## config.mk

```make
export PLATFORM = sky130hd
export DESIGN_NAME = coproc_bank_window
export DESIGN_NICKNAME = d
export VERILOG_FILES = /design/src/rtl/cbw_bank_shift.sv /design/src/rtl/cbw_addr_join.sv /design/src/rtl/coproc_bank_window.sv
export SDC_FILE = /design/constraint.sdc
export NUM_CORES = 1
export LEC_CHECK = 0
export ABC_AREA = 1
export BUFFER_PORTS_ARGS = -buffer_cell sky130_fd_sc_hd__buf_2
export CAP_MARGIN = 20
export CORE_AREA = 3 3 40 42
export CTS_BUF_LIST = sky130_fd_sc_hd__clkbuf_4 sky130_fd_sc_hd__clkbuf_8
export DETAILED_ROUTE_END_ITERATION = 10
export DIE_AREA = 0 0 43 45
export PLACE_DENSITY = 0.78
export SYNTH_ARGS = -nofsm -noshare
export SYNTH_HDL_FRONTEND = slang
export SYNTH_SLANG_ARGS = --single-unit
```

## constraint.sdc

```tcl
create_clock -name clk -period 0.9 [get_ports clk]
set_clock_uncertainty 0.15 [all_clocks]
set_input_delay 0.045 -clock clk [delete_from_list [all_inputs] [get_ports clk]]
set_output_delay 0.045 -clock clk [all_outputs]
set_load 0.02 [all_outputs]
```

## src/rtl/cbw_bank_shift.sv

```systemverilog
module cbw_bank_shift #(
  parameter int unsigned BANK_W = 9
) (
  input  logic              clk,
  input  logic              rst_n,
  input  logic              shift_en,
  input  logic              shift_bit,
  output logic [BANK_W-1:0] bank_q
);

  logic [BANK_W-1:0] bank_d;

  // Each stage takes its upper neighbour; the top stage takes the new bit.
  for (genvar g = 0; g < BANK_W; g++) begin : g_stage
    if (g == BANK_W - 1) begin : g_top
      assign bank_d[g] = shift_en ? shift_bit : bank_q[g];
    end else begin : g_low
      assign bank_d[g] = shift_en ? bank_q[g+1] : bank_q[g];
    end
  end

  always_ff @(posedge clk or negedge rst_n) begin
    if (!rst_n) bank_q <= '0;
    else        bank_q <= bank_d;
  end

endmodule

```

## src/rtl/cbw_addr_join.sv

```systemverilog
module cbw_addr_join #(
  parameter int unsigned ADDR_W = 24,
  parameter int unsigned OFS_W  = 15,
  localparam int unsigned BANK_W = ADDR_W - OFS_W
) (
  input  logic [BANK_W-1:0] bank,
  input  logic [OFS_W-1:0]  ofs,
  output logic [ADDR_W-1:0] addr
);

  always_comb begin
    addr = '0;
    addr[ADDR_W-1:OFS_W] = bank;
    addr[OFS_W-1:0]      = ofs;
  end

endmodule

```

## src/rtl/coproc_bank_window.sv

```systemverilog
module coproc_bank_window #(
  parameter int unsigned ADDR_W = 24,
  parameter int unsigned OFS_W  = 15,
  localparam int unsigned BANK_W = ADDR_W - OFS_W
) (
  input  logic              clk,
  input  logic              rst_n,
  input  logic              wr_en,
  input  logic              wr_bit,
  input  logic [OFS_W-1:0]  win_ofs,
  output logic [ADDR_W-1:0] phys_addr
);

  // Named internal events, visible to the bound checker.
  logic              wr_fire;
  logic [BANK_W-1:0] bank_q;

  assign wr_fire = wr_en;

  cbw_bank_shift #(.BANK_W(BANK_W)) u_shift (
    .clk      (clk),
    .rst_n    (rst_n),
    .shift_en (wr_fire),
    .shift_bit(wr_bit),
    .bank_q   (bank_q)
  );

  cbw_addr_join #(.ADDR_W(ADDR_W), .OFS_W(OFS_W)) u_join (
    .bank(bank_q),
    .ofs (win_ofs),
    .addr(phys_addr)
  );

endmodule

```

Word level (Yosys, flattened, before mapping)
Cells that the tools add are included.
{ "word_totals": {"ff_bits": 9, "latch_bits": 0, "mem_bits_rw": 0, "romBits": 0, "inputBits": 19, "mem_count": 0} }
{ "op_classes": {"add_sub_neg": 0, "n_mul": 0, "div": 0, "n_lt_le_gt_ge": 0, "eq_ne": 0, "shift": 0, "muxes": 0, "bitwise_logic": 0, "n_reduce_logical": 0} }

Depth between registers and ports, before layout
Gate-level depths: netlist (run 1).
{ "depth": {"ltp_word": 0, "depth_mapped": 4, "ltp_nobuf": 3} }

Modules after synthesis
From an unflattened synthesis (run 1), not the netlist that was laid out.
{ "hier_totals": {"hier_cells": 62, "hier_area_um2": 521.8} }
{ "modules_own_cells": {"columns": ["mod", "n_inst", "cells_per_inst", "area_per_inst_um2", "seq_area_each_um2"], "rows": [
  ["cbw_bank_shift", 1, 38, 341.6, 225.2],
  ["cbw_addr_join", 1, 24, 180.2, 0.0]
]} }

Worst setup path before layout (run 1)
No wires, ideal clock.
{ "synth_timing": {"path_type": "reg2reg", "startpoint": "register u_shift.bank_q[6]", "endpoint": "register u_shift.bank_q[5]", "t_arrival_ns": 0.576, "t_required_ns": 0.633, "path_slack_ns": 0.057, "stages_incl_launch_ff": 3, "n_path_buf": 0, "path_cell_list": "dfrtp_1 > nand2_1 > nand2_1"} }
{ "synth_lines": {"columns": ["item", "line_no", "rtl"], "rows": [
  ["start: declaration", "cbw_bank_shift.sv:8", "output logic [BANK_W-1:0] bank_q"],
  ["start signal: assignment", "cbw_bank_shift.sv:24", "else bank_q <= bank_d;"]
]} }

Worst setup path in the final report (run 1)
{ "layout_timing": {"startpoint": "register u_shift.bank_q[4]", "endpoint": "output phys_addr[19]"} }
{ "layout_lines": {"columns": ["item", "line_no", "rtl"], "rows": [
  ["end: declaration", "coproc_bank_window.sv:11", "output logic [ADDR_W-1:0] phys_addr"]
]} }
No word-level cell between the ends.

==> summary.txt, run 1 <==
Route
  • Post-Route M1 WL: 392 µm
  • Drt initial violations: 2
  • Vias post-DR: 417
  • Met3 Wirelength: 144 µm
  • Drt wl/cell: 10.8 µm
  • Vias per cell: 4.53
  • Post-route ant nets: 0
  • DRT Wirelength: 991 µm
  • Residual DRC: 0
  • Max Used Layer: met4
  • WL met2: 449 µm
  • TritonRoute pass-1 iters: 2

Clock network
  • Latest clock arrival within the worst-skew pair: 0.26 ns
  • CTS tree: yes
  • Sink Count: 9
  • Hold Buf Count CTS: 17
  • CTS root buffer: clkbuf_4
  • H-tree levels: 1
  • Total CTS buffers: 3
  • Reg clk slew, reported paths: 0.06 ns
  • Clock Path Buffers: 2

Critical path
  • Critical Path Source: u_shift.bank_q[4]$_DFFE_PN0P_
  • FF-to-FF End: u_shift.bank_q[2]$_DFFE_PN0P_
  • Reg2Reg Depth: 3
  • Worst setup path end: phys_addr[19]
  • CP bufs+invs: 1
  • Critical R2R Launch: u_shift.bank_q[2]$_DFFE_PN0P_
  • Crit path depth: 1
  • R2R setup slack: 0.02 ns
  • Crit end category: primary output
  • Worst path required time: 0.70 ns
  • Crit Path Class: reg -> out
  • WP data arrival: 0.82 ns
  • Critical Path Max Stage Delay: 0.42 ns
  • CP Launch Type: flop
  • Family with the most delay on the worst path: flip-flops
  • Sequence of cells on the critical path: buf_6
  • Crit-path max FO: 3
  • CP max stage cell: dfrtp_1

Timing
  • RSZ-0062 raised after global routing: yes
  • Fmax: 0.984 GHz
  • Final setup fails: 9
  • Relative slew slack: 0.847
  • Fin worst setup slack: -0.116 ns
  • Worst hold slack: -0.0426 ns
  • Fin crit share: 1.13
  • Post-route minimum period: 1.02 ns
  • Slew Limit Fails: 0
  • Slew @ Worst Pin: 0.230 ns
  • Final Hold Vio Count: 9

Global routing
  • Vias in the first global route: 357
  • Initial antenna violation count: 0
  • GRT Resource Usage Total: 0.103
  • Global-route wire length before repair: 1430 µm
  • Largest net degree at the start of global routing: 11
  • GRT overflow: 0

Place
  • Place WS: 0.127 ns
  • Placer Congestion: 0.738
  • Cell count after placement: 64
  • I/O Buffers: 12
  • Placed Area: 409 µm²

Layout
  • Max reg flops: 9
  • Syn-to-layout area delta: 72.7%
  • Ant. Diodes: 0
  • Largest regs: u_shift.bank_q x9
  • Largest register by flop count: u_shift.bank_q
  • Nets: 97
  • Final instance area: 785 µm²
  • Commonest non-fill, non-tap cells in the layout: nand2_1 (16), buf_6 (16), dlygate4sd3_1 (12), nand2_2 (11), dfrtp_1 (9)
  • Post-route insts no fill: 92
  • Share of cells above drive strength 1: 0.455

Yosys
  • Top-area cell type share of the netlist area: 0.496
  • Synth area leader: dfrtp_1
  • Flops & latches, synth: 9
  • Syn Inst Count: 53
  • Ranking of synthesized cells by area: dfrtp_1 (50%), buf_4 (25%), nand2_1 (22%)
  • Synthesis Warnings: 0
  • Yosys cell types: 5
  • Sequential share of the synthesized area: 0.496
  • Post-synth net total: 72
  • Mapped Avg Cell Area: 8.57 µm²
  • Post-Syn Area: 454 µm²

Pwr
  • Leakage: 0.446 nW
  • Max VDD drop: 0.892 mV
  • PD cells: 1720 nW/µm²

Die
  • Initial Utilization: 0.353
  • Core footprint: 1280 µm²
  • Die width: 43 µm
  • Num ports: 43
  • Chip Height: 45 µm
  • Site Rows: 13
  • Die area: 1940 µm²

Hold path
  • Class of the worst hold path: in -> reg
  • Hold depth: 3

Flow run
  • Maximum capacitance violations: 0

Status
  • Status: finished, violations left
  • Failing checks: hold timing, setup timing
==> cells by family after synthesis <==
kind of cell           Yosys count  synth area share
flip-flops                       9             0.496
AND/OR/NAND/NOR                 27             0.223
buffers and inverters           17             0.281
==> metal layers <==
metal | global-route usage | vias to the layer above
li1 | - | 194
met1 | 0.132 | 191
met2 | 0.144 | 30
met3 | 0.0239 | 2
met4 | 0.0904 | 0
met5 | 0 | -
==> through the flow <==
stage	power, mW	utilization	hold WS [ns]	setup TNS [ns]
6_report	1.35	0.611	-0.0426	-0.836
2_1_floorplan	0.727	-	-0.401	0
3_5_place_dp	0.711	0.318	-0.240	0
4_1_cts	1.30	0.559	-0.0552	-0.789
5_1_grt	1.42	0.611	-0.0228	-1.11
3_3_place_gp	0.706	0.318	-0.246	0
==> what timing repair did <==
action	4_1_cts	5_1_grt
endpoints found under the setup margin	9	22
setup buffers	7	0
gates resized for setup	18	23
pin swaps	0	6
hold endpoints to repair	33	7
==> power breakdown <==
part	leakage (nW)	internal [mW]	switching (mW)	total (mW)
Clock	0.0184	0.201	0.145	0.346
Sequential	0.117	0.460	0.0487	0.509
Combinational	0.311	0.266	0.231	0.497
Total	0.446	0.927	0.425	1.35
==> Yosys cell counts, drive strengths merged <==
| cell type | count |
|---|---|
| nand2 | 27 |
| inv | 1 |
| buf | 16 |
| dfrtp | 9 |
==> final cells by class <==
class / instances / area [µm²]
repair buffers: 36 / 378
inverters: 1 / 3.75
multi-input cells: 27 / 129
flip-flops and latches: 9 / 225
fillers: 113 / 500
clock buffers: 4 / 30.0
well taps: 15 / 18.8
==> worst register-to-register path, stage by stage, from the launching register on <==
cell and delay, ns:
dfrtp_1 0.40, buf_6 0.13, nand2_2 0.05, nand2_1 0.05
==> worst min-delay path by stage <==
stage / start / endpoint / slack (ns)
detailed placement: rst_n / u_shift.bank_q[6]$_DFFE_PN0P_ / -0.24
finish: wr_en / u_shift.bank_q[1]$_DFFE_PN0P_ / -0.04
CTS: wr_en / u_shift.bank_q[6]$_DFFE_PN0P_ / -0.06
global route: wr_en / u_shift.bank_q[7]$_DFFE_PN0P_ / -0.02
floorplan: rst_n / u_shift.bank_q[0]$_DFFE_PN0P_ / -0.40
global placement: rst_n / u_shift.bank_q[6]$_DFFE_PN0P_ / -0.25
Power figures use the tool's default switching activity.
==> inputs of run 2 (changes only) <==
- ABC_AREA: 1 -> not set
- CORE_AREA: 3 3 40 42 -> not set
- CORE_MARGIN: not set -> 3
- CORE_UTILIZATION: not set -> 37
- DIE_AREA: 0 0 43 45 -> not set
- PLACE_DENSITY: 0.78 -> 0.81
==> run 2 against run 1 <==
The flow still finishes with violations (hold timing, setup timing). Wire length fell by 1.2%. Maximum frequency increased by 1.2%. Non-clock buffer count shrank 8.
==> summary.txt, run 2 <==
Die
  • Initial Utilization: 0.413 (+0.0600)
  • Site Rows: 12 (-1)
  • Core footprint: 1170 µm² (-8.9%)
  • Die area: 1780 µm² (-8.1%)
  • Num ports: 43 (unchanged)
  • Chip Height: 42.2 µm (-6.3%)
  • Die width: 42.2 µm (-1.9%)

Yosys
  • Ranking of synthesized cells by area: dfrtp_1 (47%), mux2_4 (28%), buf_4 (23%)
  • Syn Inst Count: 34 (-36%)
  • Synth area leader: dfrtp_1
  • Commonest cells post-synth: buf_4 (15), dfrtp_1 (9), mux2_4 (9), buf_6 (1)
  • Top-area cell type share of the netlist area: 0.465 (-0.0308)
  • Mapped Avg Cell Area: 14.2 µm² (+66%)
  • Flops & latches, synth: 9 (unchanged)
  • Synthesis Warnings: 0 (unchanged)
  • Post-Syn Area: 484 µm² (+6.6%)
  • Most common cell in the synthesized netlist: buf_4
  • Prevailing post-synth register cell: dfrtp_1
  • EDFF count, synth: 0 (unchanged)
  • Post-synth net total: 53 (-26%)
  • Sequential share of the synthesized area: 0.465 (-0.0308)
  • Yosys cell types: 4 (-1)
  • Synth async-reset ratio: 1.00 (unchanged)

Pwr
  • PD cells: 2410 nW/µm² (+40%)
  • Max VDD drop: 1.00 mV (+12%)
  • Leakage: 0.385 nW (-14%)
  • Power, Total: 1.72 mW (+27%)

Critical path
  • CP Launch Type: flop
  • Family with the most delay on the worst path: flip-flops
  • Crit Path Class: reg -> out
  • Worst path required time: 0.70 ns (about the same)
  • Crit end category: primary output
  • Crit path depth: 1 (unchanged)
  • Crit-path max FO: 3 (unchanged)
  • Reg2Reg Depth: 1 (-2)
  • Critical Path Max Stage Delay: 0.42 ns (about the same)
  • CP bufs+invs: 1 (unchanged)
  • CP max stage cell: dfrtp_2
  • R2R setup slack: -0.06 ns (-0.08 ns)
  • Sequence of cells on the critical path: buf_6
  • WP data arrival: 0.81 ns (about the same)

Clock network
  • Clock Path Buffers: 2 (unchanged)
  • Latest clock arrival within the worst-skew pair: 0.25 ns (about the same)
  • CTS root buffer: clkbuf_4
  • Sink Count: 9 (unchanged)
  • Hold Buf Count CTS: 16 (-1)
  • CTS tree: yes
  • H-tree levels: 1 (unchanged)
  • Post-CTS Setup Bufs: 0 (-7)
  • Reg clk slew, reported paths: 0.06 ns (about the same)
  • Total CTS buffers: 3 (unchanged)

Global routing
  • Vias in the first global route: 332 (-7.0%)
  • Global-route wire length before repair: 1460 µm (+2.4%)
  • Initial antenna violation count: 0 (unchanged)
  • GRT Resource Usage Total: 0.115 (+0.0119)
  • GRT overflow: 0 (unchanged)
  • Largest net degree at the start of global routing: 10 (-1)

Timing
  • Fmax: 0.996 GHz (+1.2%)
  • Slew Limit Fails: 0 (unchanged)
  • RSZ-0062 raised after global routing: yes
  • Post-route minimum period: 1.00 ns (-0.0116 ns)
  • Slew @ Worst Pin: 0.287 ns (+0.0575 ns)
  • Fin crit share: 1.12 (-0.0129)
  • Final setup fails: 18 (+9)
  • Fin Setup TNS: -1.36 ns (-0.519 ns)
  • Final Hold Vio Count: 1 (-8)
  • Worst hold slack: -0.127 ns (-0.0840 ns)
  • Fin worst setup slack: -0.104 ns (+0.0116 ns)
  • Relative slew slack: 0.808 (-0.0390)

Route
  • Max Used Layer: met3
  • Vias per cell: 4.48 (-1.1%)
  • DRT Wirelength: 979 µm (-1.2%)
  • Drt initial violations: 6 (+4)
  • WL met2: 576 µm (+28%)
  • Met3 Wirelength: 92 µm (-36%)
  • Post-Route M1 WL: 310 µm (-21%)
  • Post-route ant nets: 0 (unchanged)
  • TritonRoute pass-1 iters: 4 (+2)
  • Residual DRC: 0 (unchanged)
  • Vias post-DR: 287 (-31%)
  • Drt wl/cell: 15.3 µm (+42%)

Place
  • I/O Buffers: 12 (unchanged)
  • Cell count after placement: 44 (-31%)
  • Placed Area: 449 µm² (+9.8%)
  • Placer Congestion: 0.620 (-16%)

Layout
  • Ant. Diodes: 0 (unchanged)
  • Share of cells above drive strength 1: 0.680 (+0.225)
  • Nets: 70 (-28%)
  • Syn-to-layout area delta: 47.3%
  • Largest regs: u_shift.bank_q x9
  • Final instance area: 713 µm² (-9.1%)
  • Commonest non-fill, non-tap cells in the layout: mux2_4 (9), dlygate4sd3_1 (9), buf_6 (9), dfrtp_2 (9), dlymetal6s4s_1 (7)
  • Post-route insts no fill: 64 (-30%)
  • Largest register by flop count: u_shift.bank_q
  • Max reg flops: 9 (unchanged)

Hold path
  • Hold depth: 2 (-1)
  • Class of the worst hold path: in -> reg

Status
  • Status: finished, violations left
  • Failing checks: hold timing, setup timing

Flow run
  • Maximum capacitance violations: 0 (unchanged)
==> run 2: cell count changes after synthesis <==
cell | previous run | this run
inv_2 | 1 | 0
mux2_4 | 0 | 9
nand2_1 | 27 | 0
==> run 2: where the power goes <==
part           switching [mW]  internal [mW]
Combinational           0.298          0.432
Sequential              0.117          0.547
Clock                   0.129          0.200
==> run 2: final cells by class <==
| type | count | area [µm²] |
|---|---|---|
| flip-flops and latches | 9 | 236 |
| repair buffers | 28 | 294 |
| well taps | 14 | 17.5 |
| fillers | 97 | 458 |
| clock buffers | 4 | 30.0 |
| multi-input cells | 9 | 135 |
==> run 2: per-layer routing <==
metal / vias to the layer above / GRT usage
met5: - / 0
met4: 0 / 0.0559
met3: 0 / 0.0429
met2: 20 / 0.201
met1: 140 / 0.118
li1: 127 / -
==> run 2: worst paths after layout <==
path                                                 end                           from
hold reg to reg            u_shift.bank_q[0]$_DFFE_PN0P_  u_shift.bank_q[0]$_DFFE_PN0P_
hold / removal             u_shift.bank_q[8]$_DFFE_PN0P_                         wr_bit
min in group asynchronous  u_shift.bank_q[4]$_DFFE_PN0P_                          rst_n
setup reg to reg           u_shift.bank_q[5]$_DFFE_PN0P_  u_shift.bank_q[5]$_DFFE_PN0P_
max in group asynchronous  u_shift.bank_q[1]$_DFFE_PN0P_                          rst_n
setup / recovery                           phys_addr[22]  u_shift.bank_q[7]$_DFFE_PN0P_
==> run 2: cells by family (layout without fill, tap and decap cells) <==
group                  after synthesis  count (layout)  synth area share
buffers and inverters               16              32             0.256
multiplexers                         9               9             0.279
flip-flops                           9               9             0.465
==> run 2: stage by stage <==
step,worst slack (ns),utilization
finish,-0.104,0.609
CTS,-0.119,0.594
global placement,-0.0296,0.384
floorplan,-0.0790,-
global route,-0.145,0.609
detailed placement,-0.0499,0.384
==> run 2: what timing repair did <==
action                     in CTS  in global routing
setup endpoints to repair      18                 25
gates resized for setup        18                  7
hold endpoints to repair       25                  1
==> inputs of run 3 (changes only) <==
- CORE_MARGIN: 3 -> not set
- HOLD_SLACK_MARGIN: not set -> 0.05
==> run 3 against run 2 <==
The flow still finishes with violations (hold timing, setup timing). First-iteration DRC count fell by 67%. Die area fell by 18%. Critical path depth did not move. Setup slack got worse by 0.0073 ns. Worst hold slack barely moved. Combinational power fell by 0.5%. Final cell count did not move. Maximum frequency fell by 0.72%. Utilization rose by 0.14 points. Critical path type unchanged. Critical endpoint is now phys_addr[21]. Largest cell class unchanged.
==> summary.txt, run 3 (synthesis results as in run 2) <==
Status
  • Status: finished, violations left
  • Failing checks: hold timing, setup timing

Critical path
  • Critical Path Max Stage Delay: 0.43 ns (about the same)
  • Worst path required time: 0.70 ns (about the same)
  • CP max stage cell: dfrtp_2
  • CP bufs+invs: 1 (unchanged)
  • WP data arrival: 0.82 ns (about the same)
  • CP Launch Type: flop
  • Family with the most delay on the worst path: flip-flops
  • Sequence of cells on the critical path: buf_6
  • Crit Path Class: reg -> out
  • Crit end category: primary output
  • Crit-path max FO: 3 (unchanged)

Layout
  • Nets: 70 (unchanged)
  • Most common library cell in the layout ignoring fill and taps: dlygate4sd3_1
  • Syn-to-layout area delta: 45.7%
  • Layout Utilization: 0.610 (+0.00142)
  • Final instance area: 706 µm² (-1.1%)
  • Share of cells above drive strength 1: 0.680 (unchanged)
  • Largest register by flop count: u_shift.bank_q
  • Ant. Diodes: 0 (unchanged)
  • Largest regs: u_shift.bank_q x9
  • Post-route insts no fill: 64 (unchanged)
  • Max reg flops: 9 (unchanged)
  • Commonest non-fill, non-tap cells in the layout: dlygate4sd3_1 (12), mux2_4 (9), buf_6 (9), dfrtp_2 (9)

Timing
  • RSZ-0062 raised after global routing: yes
  • Fin worst setup slack: -0.112 ns (-0.00731 ns)
  • Fmax: 0.988 GHz (-0.72%)
  • Final Hold Vio Count: 1 (unchanged)
  • Fin crit share: 1.12 (+0.00812)
  • Relative slew slack: 0.808 (about the same)
  • Slew @ Worst Pin: 0.287 ns (+0.0000609 ns)
  • Worst hold slack: -0.127 ns (-0.000150 ns)
  • Final setup fails: 18 (unchanged)
  • Fin Setup TNS: -1.36 ns (-0.000130 ns)
  • Slew Limit Fails: 0 (unchanged)
  • Post-route minimum period: 1.01 ns (+0.00731 ns)

Global routing
  • Initial antenna violation count: 0 (unchanged)
  • Global-route wire length before repair: 1180 µm (-19%)
  • GRT Resource Usage Total: 0.127 (+0.0125)
  • GRT Max-Usage Layer: met2
  • Met1 Use GR: 0.156 (+0.0374)
  • M2 GR Usage: 0.195 (-0.00569)
  • Largest net degree at the start of global routing: 10 (unchanged)
  • Met3 usage: 0.0872 (+0.0443)
  • GRT overflow: 0 (unchanged)
  • Vias in the first global route: 249 (-25%)

Route
  • TritonRoute pass-1 iters: 2 (-2)
  • Vias per cell: 4.61 (+2.8%)
  • DRT Wirelength: 860 µm (-12%)
  • Post-route ant nets: 0 (unchanged)
  • Residual DRC: 0 (unchanged)
  • Drt initial violations: 2 (-4)
  • Vias post-DR: 295 (+2.8%)
  • Drt wl/cell: 13.4 µm (-12%)

Clock network
  • Reg clk slew, reported paths: 0.06 ns (about the same)
  • Total CTS buffers: 3 (unchanged)
  • Sink Count: 9 (unchanged)
  • Post-CTS Setup Bufs: 0 (unchanged)
  • CTS tree: yes
  • H-tree levels: 1 (unchanged)
  • Latest clock arrival within the worst-skew pair: 0.25 ns (about the same)
  • CTS root buffer: clkbuf_4
  • Clock Path Buffers: 2 (unchanged)
  • Hold Buf Count CTS: 16 (unchanged)

Place
  • Cell count after placement: 44 (unchanged)
  • I/O Buffers: 12 (unchanged)
  • Placer Congestion: 0.552 (-11%)
  • Placed Area: 449 µm² (unchanged)
  • Place WS: -0.0380 ns (+0.0119 ns)

Die
  • Num ports: 43 (unchanged)
  • Site Rows: 12 (unchanged)
  • Die width: 38.2 µm (-9.5%)
  • Core footprint: 1160 µm² (-1.3%)
  • Die area: 1460 µm² (-18%)
  • Initial Utilization: 0.419 (+0.00537)
  • Chip Height: 38.2 µm (-9.5%)

Pwr
  • Max VDD drop: 1.35 mV (+35%)
  • Power, Total: 1.72 mW (about the same)
  • Leakage: 0.358 nW (-6.9%)
  • PD cells: 2440 nW/µm² (+1.1%)

Flow run
  • Maximum capacitance violations: 0 (unchanged)

Hold path
  • Class of the worst hold path: in -> reg
## run 3: changes by cell type in the layout (fill, tap and decap cells not counted), sizes merged
cell	change
dlymetal6s4s	-3
dlygate4sd3	+3
## run 3: timing repair
item,4_1_cts,5_1_grt
gates cloned,0,0
gates resized for setup,18,4
endpoints found under the setup margin,18,22
endpoints found under the hold margin,25,10
pin swaps,0,0
## run 3: layer usage
layer,wire (µm),share of wire
met3,72,0.084
met5,0,0
met1,326,0.38
met4,0,0
met2,461,0.54
## run 3: layout make-up
cell class                      instances  area, µm²
Timing Repair Buffer                   28        287
Multi-Input combinational cell          9        135
Tap cell                               14       17.5
Clock buffer                            4       30.0
Fill cell                              95        450
Sequential cell                         9        236
## run 3: final timing paths
check                                                   start                            end  slack, ns  depth (start not counted)
worst min register to register  u_shift.bank_q[0]$_DFFE_PN0P_  u_shift.bank_q[0]$_DFFE_PN0P_       0.39                          1
max in group asynchronous                               rst_n  u_shift.bank_q[8]$_DFFE_PN0P_       0.39                          2
worst min-delay path                                   wr_bit  u_shift.bank_q[8]$_DFFE_PN0P_      -0.13                          2
worst max register to register  u_shift.bank_q[6]$_DFFE_PN0P_  u_shift.bank_q[6]$_DFFE_PN0P_      -0.06                          1
worst max-delay path            u_shift.bank_q[6]$_DFFE_PN0P_                  phys_addr[21]      -0.11                          1
min in group asynchronous                               rst_n  u_shift.bank_q[2]$_DFFE_PN0P_       0.02                          2
## run 3: power breakdown
part | switching, mW | internal [mW] | leakage [nW]
clock | 0.133 | 0.201 | 0.0184
sequential | 0.115 | 0.546 | 0.0971
combinational | 0.296 | 0.430 | 0.243
